--- src/rtl/fdm_pkg.sv ---
package fdm_pkg;
  parameter int OP_W  = 4;
  parameter int OFF_W = 4;
  parameter int DLT_W = 3;
  parameter int NDST  = 2;

  typedef struct packed {
    logic             en;
    logic             port;
    logic [DLT_W-1:0] delta;
  } dst_t;

  typedef struct packed {
    logic [OP_W-1:0]  opcode;
    logic             dyadic;
    logic [OFF_W-1:0] offset;
    dst_t [0:NDST-1]  dst;
  } instr_t;

  localparam int IW = $bits(instr_t);

  typedef enum logic [1:0] {K_PARK, K_MATCH, K_MONO} kind_e;
endpackage

--- src/rtl/fdm_imem.sv ---
module fdm_imem #(
  parameter int AW = 5,
  parameter int W  = 19
) (
  input  logic          clk,
  input  logic          we,
  input  logic [AW-1:0] waddr,
  input  logic [W-1:0]  wdata,
  input  logic [AW-1:0] raddr,
  output logic [W-1:0]  rdata
);
  localparam int DEPTH = 2 ** AW;
  logic [W-1:0] mem [DEPTH];

  always_ff @(posedge clk) begin
    if (we) mem[waddr] <= wdata;
    rdata <= mem[raddr];
  end
endmodule

--- src/rtl/fdm_frame.sv ---
module fdm_frame #(
  parameter int AW = 6,
  parameter int DW = 16
) (
  input  logic          clk,
  input  logic          rst_n,
  input  logic          pl_we,
  input  logic [AW-1:0] pl_addr,
  input  logic [DW-1:0] pl_val,
  input  logic          pl_pres,
  input  logic [AW-1:0] pb_raddr,
  output logic          pb_rdata,
  input  logic          pb_we,
  input  logic [AW-1:0] pb_waddr,
  input  logic          pb_wbit,
  input  logic          fv_we,
  input  logic [AW-1:0] fv_addr,
  input  logic [DW-1:0] fv_wdata,
  output logic [DW-1:0] fv_rdata
);
  localparam int DEPTH = 2 ** AW;
  logic [DEPTH-1:0] pres;
  logic [DW-1:0]    val [DEPTH];

  always_ff @(posedge clk) begin
    if (!rst_n) begin
      pres <= '0;
    end else begin
      if (pb_we) pres[pb_waddr] <= pb_wbit;
      if (pl_we) pres[pl_addr]  <= pl_pres;
    end
  end

  always_ff @(posedge clk) begin
    if (fv_we) val[fv_addr] <= fv_wdata;
    if (pl_we) val[pl_addr] <= pl_val;
  end

  assign pb_rdata = pres[pb_raddr];
  assign fv_rdata = val[fv_addr];
endmodule

--- src/rtl/fdm_matcher.sv ---
module fdm_matcher import fdm_pkg::*; #(
  parameter int DW   = 16,
  parameter int AW   = 6,
  parameter int IP_W = 5
) (
  input  logic                       clk,
  input  logic                       rst_n,
  input  logic                       tok_valid,
  input  logic [AW-1:0]              tok_fp,
  input  logic [IP_W-1:0]            tok_ip,
  input  logic                       tok_port,
  input  logic [DW-1:0]              tok_value,
  input  logic                       imem_we,
  input  logic [IP_W-1:0]            imem_addr,
  input  logic [IW-1:0]              imem_wdata,
  input  logic                       fpre_we,
  input  logic [AW-1:0]              fpre_addr,
  input  logic [DW-1:0]              fpre_value,
  input  logic                       fpre_present,
  output logic                       out_valid,
  output logic [OP_W-1:0]            out_opcode,
  output logic [DW-1:0]              out_left,
  output logic [DW-1:0]              out_right,
  output logic [AW-1:0]              out_fp,
  output logic [NDST-1:0]            out_dst_en,
  output logic [NDST-1:0]            out_dst_port,
  output logic [NDST-1:0][IP_W-1:0]  out_dst_ip
);
  // Arithmetic kept in functions so each rule is stated once
  function automatic logic [AW-1:0] slot_addr(input logic [AW-1:0] fp,
                                              input logic [OFF_W-1:0] off);
    return fp + AW'(off);
  endfunction

  function automatic logic [IP_W-1:0] dest_ip(input logic [IP_W-1:0] ip,
                                              input logic [DLT_W-1:0] delta);
    return ip + IP_W'(delta);
  endfunction

  // returns {left, right}
  function automatic logic [2*DW-1:0] order_pair(input logic port,
                                                 input logic [DW-1:0] incoming,
                                                 input logic [DW-1:0] stored);
    return port ? {stored, incoming} : {incoming, stored};
  endfunction

  // ---------------- stage 1: instruction fetch ----------------
  logic [IW-1:0]   imem_rdata;
  instr_t          s1_ins;
  logic            s1_v, s1_port;
  logic [AW-1:0]   s1_fp;
  logic [IP_W-1:0] s1_ip;
  logic [DW-1:0]   s1_val;

  fdm_imem #(.AW(IP_W), .W(IW)) u_imem (
    .clk   (clk),
    .we    (imem_we),
    .waddr (imem_addr),
    .wdata (imem_wdata),
    .raddr (tok_ip),
    .rdata (imem_rdata)
  );

  assign s1_ins = instr_t'(imem_rdata);

  always_ff @(posedge clk) begin
    if (!rst_n) begin
      s1_v <= 1'b0; s1_fp <= '0; s1_ip <= '0; s1_port <= 1'b0; s1_val <= '0;
    end else begin
      s1_v <= tok_valid;
      if (tok_valid) begin
        s1_fp <= tok_fp; s1_ip <= tok_ip; s1_port <= tok_port; s1_val <= tok_value;
      end
    end
  end

  // ---------------- stage 2: effective address ----------------
  logic            s2_v, s2_port, s2_dy, s2_pb;
  logic [AW-1:0]   s2_fp, s2_addr;
  logic [IP_W-1:0] s2_ip;
  logic [DW-1:0]   s2_val;
  logic [OP_W-1:0] s2_op;
  dst_t [0:NDST-1] s2_dst;

  logic [AW-1:0]   ea_addr;
  logic            pres_rd, ea_fwd, ea_pb, ea_same_slot;

  assign ea_addr      = slot_addr(s1_fp, s1_ins.offset);
  assign ea_fwd       = s2_v && s2_dy && (s2_addr == ea_addr);
  assign ea_pb        = ea_fwd ? ~s2_pb : pres_rd;
  assign ea_same_slot = s1_v && s1_ins.dyadic && ea_fwd;

  always_ff @(posedge clk) begin
    if (!rst_n) begin
      s2_v <= 1'b0; s2_port <= 1'b0; s2_dy <= 1'b0; s2_pb <= 1'b0;
      s2_fp <= '0; s2_addr <= '0; s2_ip <= '0; s2_val <= '0;
      s2_op <= '0; s2_dst <= '0;
    end else begin
      s2_v <= s1_v;
      if (s1_v) begin
        s2_port <= s1_port; s2_dy <= s1_ins.dyadic; s2_pb <= ea_pb;
        s2_fp <= s1_fp; s2_addr <= ea_addr; s2_ip <= s1_ip; s2_val <= s1_val;
        s2_op <= s1_ins.opcode; s2_dst <= s1_ins.dst;
      end
    end
  end

  // ---------------- stage 3: presence-bit operation ----------------
  logic  pb_park, pb_match, pb_mono;
  kind_e pb_kind;

  assign pb_park  = s2_v && s2_dy && !s2_pb;
  assign pb_match = s2_v && s2_dy &&  s2_pb;
  assign pb_mono  = s2_v && !s2_dy;
  assign pb_kind  = !s2_dy ? K_MONO : (s2_pb ? K_MATCH : K_PARK);

  logic            s3_v, s3_port;
  kind_e           s3_kind;
  logic [AW-1:0]   s3_fp, s3_addr;
  logic [IP_W-1:0] s3_ip;
  logic [DW-1:0]   s3_val;
  logic [OP_W-1:0] s3_op;
  dst_t [0:NDST-1] s3_dst;

  always_ff @(posedge clk) begin
    if (!rst_n) begin
      s3_v <= 1'b0; s3_port <= 1'b0; s3_kind <= K_MONO;
      s3_fp <= '0; s3_addr <= '0; s3_ip <= '0; s3_val <= '0;
      s3_op <= '0; s3_dst <= '0;
    end else begin
      s3_v <= s2_v;
      if (s2_v) begin
        s3_port <= s2_port; s3_kind <= pb_kind;
        s3_fp <= s2_fp; s3_addr <= s2_addr; s3_ip <= s2_ip; s3_val <= s2_val;
        s3_op <= s2_op; s3_dst <= s2_dst;
      end
    end
  end

  // ---------------- stage 4: frame operation ----------------
  logic          fo_park, fo_emit;
  logic [DW-1:0] fo_stored;

  assign fo_park = s3_v && (s3_kind == K_PARK);
  assign fo_emit = s3_v && (s3_kind != K_PARK);

  fdm_frame #(.AW(AW), .DW(DW)) u_frame (
    .clk      (clk),
    .rst_n    (rst_n),
    .pl_we    (fpre_we),
    .pl_addr  (fpre_addr),
    .pl_val   (fpre_value),
    .pl_pres  (fpre_present),
    .pb_raddr (ea_addr),
    .pb_rdata (pres_rd),
    .pb_we    (s2_v && s2_dy),
    .pb_waddr (s2_addr),
    .pb_wbit  (!s2_pb),
    .fv_we    (fo_park),
    .fv_addr  (s3_addr),
    .fv_wdata (s3_val),
    .fv_rdata (fo_stored)
  );

  logic [2*DW-1:0] fo_pair;
  assign fo_pair = (s3_kind == K_MONO) ? {s3_val, {DW{1'b0}}}
                                       : order_pair(s3_port, s3_val, fo_stored);

  always_ff @(posedge clk) begin
    if (!rst_n) begin
      out_valid <= 1'b0; out_opcode <= '0; out_left <= '0; out_right <= '0;
      out_fp <= '0;
    end else begin
      out_valid <= fo_emit;
      if (fo_emit) begin
        out_opcode <= s3_op;
        {out_left, out_right} <= fo_pair;
        out_fp <= s3_fp;
      end
    end
  end

  for (genvar g = 0; g < NDST; g++) begin : g_dst
    always_ff @(posedge clk) begin
      if (!rst_n) begin
        out_dst_en[g] <= 1'b0; out_dst_port[g] <= 1'b0; out_dst_ip[g] <= '0;
      end else if (fo_emit) begin
        out_dst_en[g]   <= s3_dst[g].en;
        out_dst_port[g] <= s3_dst[g].port;
        out_dst_ip[g]   <= dest_ip(s3_ip, s3_dst[g].delta);
      end
    end
  end
endmodule

--- config.mk ---
export PLATFORM = sky130hd
export DESIGN_NAME = fdm_matcher
export DESIGN_NICKNAME = d
export VERILOG_FILES = /design/src/rtl/fdm_pkg.sv /design/src/rtl/fdm_imem.sv /design/src/rtl/fdm_frame.sv /design/src/rtl/fdm_matcher.sv
export SDC_FILE = /design/constraint.sdc
export NUM_CORES = 2
export LEC_CHECK = 0
export BUFFER_PORTS_ARGS = -buffer_cell sky130_fd_sc_hd__buf_2
export CAP_MARGIN = 10
export CORE_MARGIN = 1
export CORE_UTILIZATION = 55
export CTS_BUF_LIST = sky130_fd_sc_hd__clkbuf_2
export DETAILED_ROUTE_END_ITERATION = 10
export PLACE_DENSITY_LB_ADDON = 0.25
export SLEW_MARGIN = 25
export SYNTH_ARGS = -nofsm -noshare
export SYNTH_HDL_FRONTEND = slang
export SYNTH_SLANG_ARGS = --single-unit
--- constraint.sdc ---
create_clock -name clk -period 3.24 [get_ports clk]
set_clock_uncertainty 0.2 [all_clocks]
set_input_delay 0 -clock clk [delete_from_list [all_inputs] [get_ports clk]]
set_output_delay 0 -clock clk [all_outputs]
set_load 0.005 [all_outputs]
# After elaboration in Yosys (flattened, before gate mapping)
# Memories as Yosys holds them, arrays and structs flattened. A register that Yosys moved wholly into a read port is not among the register bits.
# Cells that the tools add are included.
# op_classes
add_sub_neg	3
multipliers	0
div	0
n_lt_le_gt_ge	5
n_eq_ne	2
n_shift	0
muxes	24
bitwise_logic	1
n_reduce_logical	9
# ops
cell	n
2-to-1 mux 64 bit	3
bitwise mux 64 bit	2
2-to-1 mux 32 bit	2
less-than comparator 6 x 7 -> 1 bit, second input constant	3
demux 1 bit (select 6 bit)	2
>= comparator 6 x 1 -> 1 bit, second input constant	2
2-to-1 mux 6 bit	2
2-to-1 mux 1 bit	11
adder 5 x 3 -> 5 bit	2
adder 6 x 4 -> 6 bit	1
binary-select mux 1 bit (select 6 bit)	1
== test 6 bit	1
logical AND 1 bit	6
== test 2 bit, second input constant	1
logical NOT 2 bit	1
2-to-1 mux 2 bit	1
nonzero test 2 bit	1
logical NOT 1 bit	1
inverter 1 bit	1
# word_totals
regBits	252
latchBits	0
ramBits	1632
rom_bits	0
inputBits	80
output_inout_bits	57
wordCells	92
n_memories	2
# memory_table
memory	depth	word_bits	rd	rd_clocked_by_memory_dff	write_ports	line_no	source
u_frame.val	64	16	1	1	2	fdm_frame.sv:23	logic [DW-1:0] val [DEPTH];
u_imem.mem	32	19	1	1	1	fdm_imem.sv:13	logic [W-1:0] mem [DEPTH];

# Logic depth before layout (Yosys ltp)
# logic_depth
depth_word	9
ltp_mapped	11
ltp_nobuf	10

# Hierarchy
# From an unflattened synthesis, not the netlist that was laid out.
# unflattened
cells_unflattened	6070
area_unflattened_um2	88885.2
# by_module_without_submodules
module	n_inst	cells_per_inst	area_per_inst_um2	seq_area_each_um2
fdm_frame	1	3966	56815.7	32030.7
fdm_imem	1	1346	24245.8	18637.9
fdm_matcher	1	758	7823.8	3763.6

# Worst setup path after synthesis
# No wires, ideal clock.
# synth_path
kind	reg2reg
startpoint	reg s3_kind[0]
endpoint	mem u_frame.val[48][0] (enable)
setup_ns	0.416
arrival_ns	2.355
path_slack_ns	0.269
path_stages_with_launch	6
n_path_buf	0
synth_period_minus_slack_ns	2.971
cell_sequence	dfxtp_1 nor2_1 nand2_1 nor3_1 nand2b_1 o32ai_1
# synth_rtl
item	line_no	source
start, declared	fdm_matcher.sv:118	kind_e s3_kind;
start signal, assigned	fdm_matcher.sv:133	s3_port <= s2_port; s3_kind <= pb_kind;
end, declared	fdm_frame.sv:23	

# Worst setup path after layout
# layout_path
startpoint	in imem_addr[1]
endpoint	mem u_imem.mem[22][8] (enable)
# layout_rtl
item	line_no	source
start, declared	fdm_matcher.sv:14	input logic [IP_W-1:0] imem_addr,
end, declared	fdm_imem.sv:13	
# Straight into the memory's write port.

==> results.cfg <==
[outcome]
status = finished with violations
violations = setup timing

[timing]
final_hold_viol_count = 0
min_period_ps = 3400
report.final.setup_viol = 28
slew_headroom_pct = 11.64
setup_ws_ps = -160.0
fmax_mhz = 294.1
rsz0062_at_grt = false
period_share_pct = 104.9
setup_tns_ps = -1816
worst_pin_slew_ps = 1325
drv_slew = 0

[cts]
clockBufferDepth = 4
cts_num_sinks = 1909
cts_setup_buffers = 0
cts_made_buffers = 486
htreeDepth = 5
clkLatencyLatePin_ps = 2030
cts-root-buf = clkbuf_2
cts_tree = done
path_clk_slew_ps = 120

[logic_synthesis]
yosys.area_share.adder_pct = 0.2105
synth_compound_area_share_pct = 2.947
synth_fp_nets = 6603
synth.distinct_cells = 52
synth_area_leader_cell = edfxtp_1
ys.flop_type = edfxtp_1
synth.avg_cell_area_um2 = 13.51
synth-edff-count = 1632
yosys_warnings = 0
synth_top_family_by_area = multiplexers
synthMuxAreaShare_pct = 20.72
yosys.area_share.simple_pct = 11.24
ys_seq_elements = 1909
ys_seq_area_share_pct = 62.01
syn-cell-area_mm2 = 0.08798
synthArstFlopShare_pct = 0
synthCells = 6510
synth_top_area_share_pct = 55.70
synth_xor_area_share_pct = 0.1593
synth.area.top_cells = edfxtp_1 (56%), mux4_2 (13%), nand2_1 (9.1%)

[cells_and_area]
final_common_cell = nand2_1
final_cell_mix = nand2_1 (2129), edfxtp_1 (1632), clkbuf_2 (766)
areaGrowthSynthToFinish_pct = 14.65
drive_gt1_share_pct = 30.41
layoutNonFillerInstCount = 9765
nNetsFinal = 7401
filler_cell_count = 11530
final_util_pct = 63.61

[routing]
routed_via_density = 6.244
ant_nets = 0
postRouteWirelength_um = 274800
drc = 0
drt_iter0_markers = 8535
drt_pass1_iterations = 6
wl_per_cell_um = 28.14
num_vias = 60980

[setup_path]
path_class = input pin to flip-flop
cp_max_fo = 16
crit_required_ps = 4640
critPathLaunchType = input pin
cp.arrival_ps = 4800
end_kind = flip-flop

[die]
initial_core_util_pct = 55.48
coreArea_mm2 = 0.1586
die-area_mm2 = 0.1616
fp.dieW_um = 402.0
io_pins = 137
num_rows = 146
die_h_um = 402.0

[global_route]
grt_pass1_wl_um = 398600
grt_pass1_vias = 60100
grt_max_degree = 108
antenna_found_initial = 20
track_usage_pct = 33.77
grt-ovfl-total = 0

[power]
total_power_mw = 46.17
p_leak_nw = 38.13
intPower_mw = 34.40
power_density_mw_per_mm2 = 457.7
combPwrFrac_pct = 6.1
irDropWorstVdd_uv = 431.6
p_clk_share_pct = 35.8
swShare_pct = 25.48
netSwitchingPower_mw = 11.76
seqPwrFrac_pct = 58.0

[place]
routabilityCongestion = 0.9413
hpwlAfterDp_um = 160300
portBuffers = 136
place_inst = 8487

[run]
max_cap_violations = 0

[hold_path]
hold_class = input pin to flip-flop
## power by group through the flow
stage	clock (mW)	sequential, mW	combinational [mW]
2_1_floorplan	0	27.3	1.47
3_3_place_gp	0	27.3	2.28
3_5_place_dp	0	27.4	2.32
4_1_cts	16.7	26.8	2.75
5_1_grt	17.9	26.8	2.95
6_report	16.5	26.8	2.83
## cells in the mapped netlist (7+ instances only)
| master | instances |
|---|---|
| a21boi_0 | 17 |
| o211a_1 | 63 |
| dfxtp_1 | 277 |
| a21oi_1 | 8 |
| a22oi_1 | 32 |
| buf_4 | 9 |
| ha_1 | 10 |
| nand3b_1 | 11 |
| or3b_2 | 7 |
| o21ai_0 | 128 |
| and2_1 | 16 |
| nor2_1 | 109 |
| o211ai_1 | 16 |
| inv_1 | 12 |
| nand2b_1 | 25 |
| o311ai_0 | 57 |
| xor2_1 | 10 |
| o21ai_1 | 33 |
| buf_2 | 33 |
| nand2_1 | 2129 |
| clkbuf_1 | 437 |
| mux2i_1 | 200 |
| buf_1 | 73 |
| nor2b_1 | 132 |
| mux2_2 | 453 |
| mux4_2 | 494 |
| buf_6 | 18 |
| nand3_1 | 17 |
| edfxtp_1 | 1632 |
## per-stage QoR
step | worst slack (ps) | area [um^2] | hold slack, ps
floorplan | 268.8 | 87980 | -101.1
global placement | 253.4 | 92280 | 53.19
detailed placement | 213.7 | 92280 | 67.78
CTS | 27.95 | 100800 | 4.712
global route | 49.22 | 100900 | -53.29
finish | -160.0 | 100900 | 76.36
## critical path: stages
cell,delay [ps]
dlygate4sd3_1,530
dlygate4sd3_1,560
buf_2,110
dlygate4sd3_1,630
nand3b_1,110
dlygate4sd3_1,580
dlygate4sd3_1,640
dlygate4sd3_1,820
nor2_2,400
buf_4,390
## flip-flops by register name, indices dropped and copies added (netlist names), 16 cells and up, named ones only
name,count
u_frame.val,1024
u_imem.mem,608
u_frame.pres,64
u_imem.rdata,19
out_left,16
out_right,16
s1_val,16
s2_val,16
s3_val,16
## routing by layer
metal  vias to the layer above  GRT usage, %  part of all wire, %
met4                        10         17.95                  5.5
met2                      4547         51.41                   46
met1                     29840         43.97                   36
met3                       868         9.940                   13
met5                         -             0                0.024
li1                      25710             -                    -
## cell type report
class / instances / area [um^2] / share of cell area [%]
antenna: 15 / 37.54 / 0.03721
clock buffer: 766 / 3834 / 3.801
clock inverter: 92 / 489.2 / 0.4850
inverter: 12 / 45.04 / 0.04466
multi-input combinational: 4019 / 31190 / 30.92
sequential: 1909 / 54610 / 54.15
tap: 2072 / 2592 / 2.570
timing repair buffer: 880 / 8068 / 7.999
## what timing repair did
action	CTS	global route
hold endpoints to repair	3541	1312
resized for setup	0	6
endpoints found under the setup margin	0	78
hold buffers	392	23
## logic make-up after synthesis
kind of cell	count (synthesis)
xor gates and xnor gates	16
AOI/OAI and AO/OA	371
DFF	1909
and+or+nand+nor	2472
adders and majority gates	13
muxes	1147
buffers and inverters	582
## final timing paths
| check | start | to | slack, ps | cells after the start |
|---|---|---|---|---|
| min reg2reg | s3_dst[8]$_SDFFE_PN0P_ | out_dst_port[0]$_SDFFE_PN0P_ | 270 | 2 |
| max | imem_addr[1] | u_imem.mem[22][8]$_DFFE_PP_ | -160 | 10 |
| min | imem_wdata[12] | u_imem.mem[10][12]$_DFFE_PP_ | 80 | 5 |
| max reg2reg | s1_fp[0]$_SDFFE_PN0P_ | s2_pb$_SDFFE_PN0P_ | 190 | 9 |
Note: power is estimated with default switching activity, not from simulation.
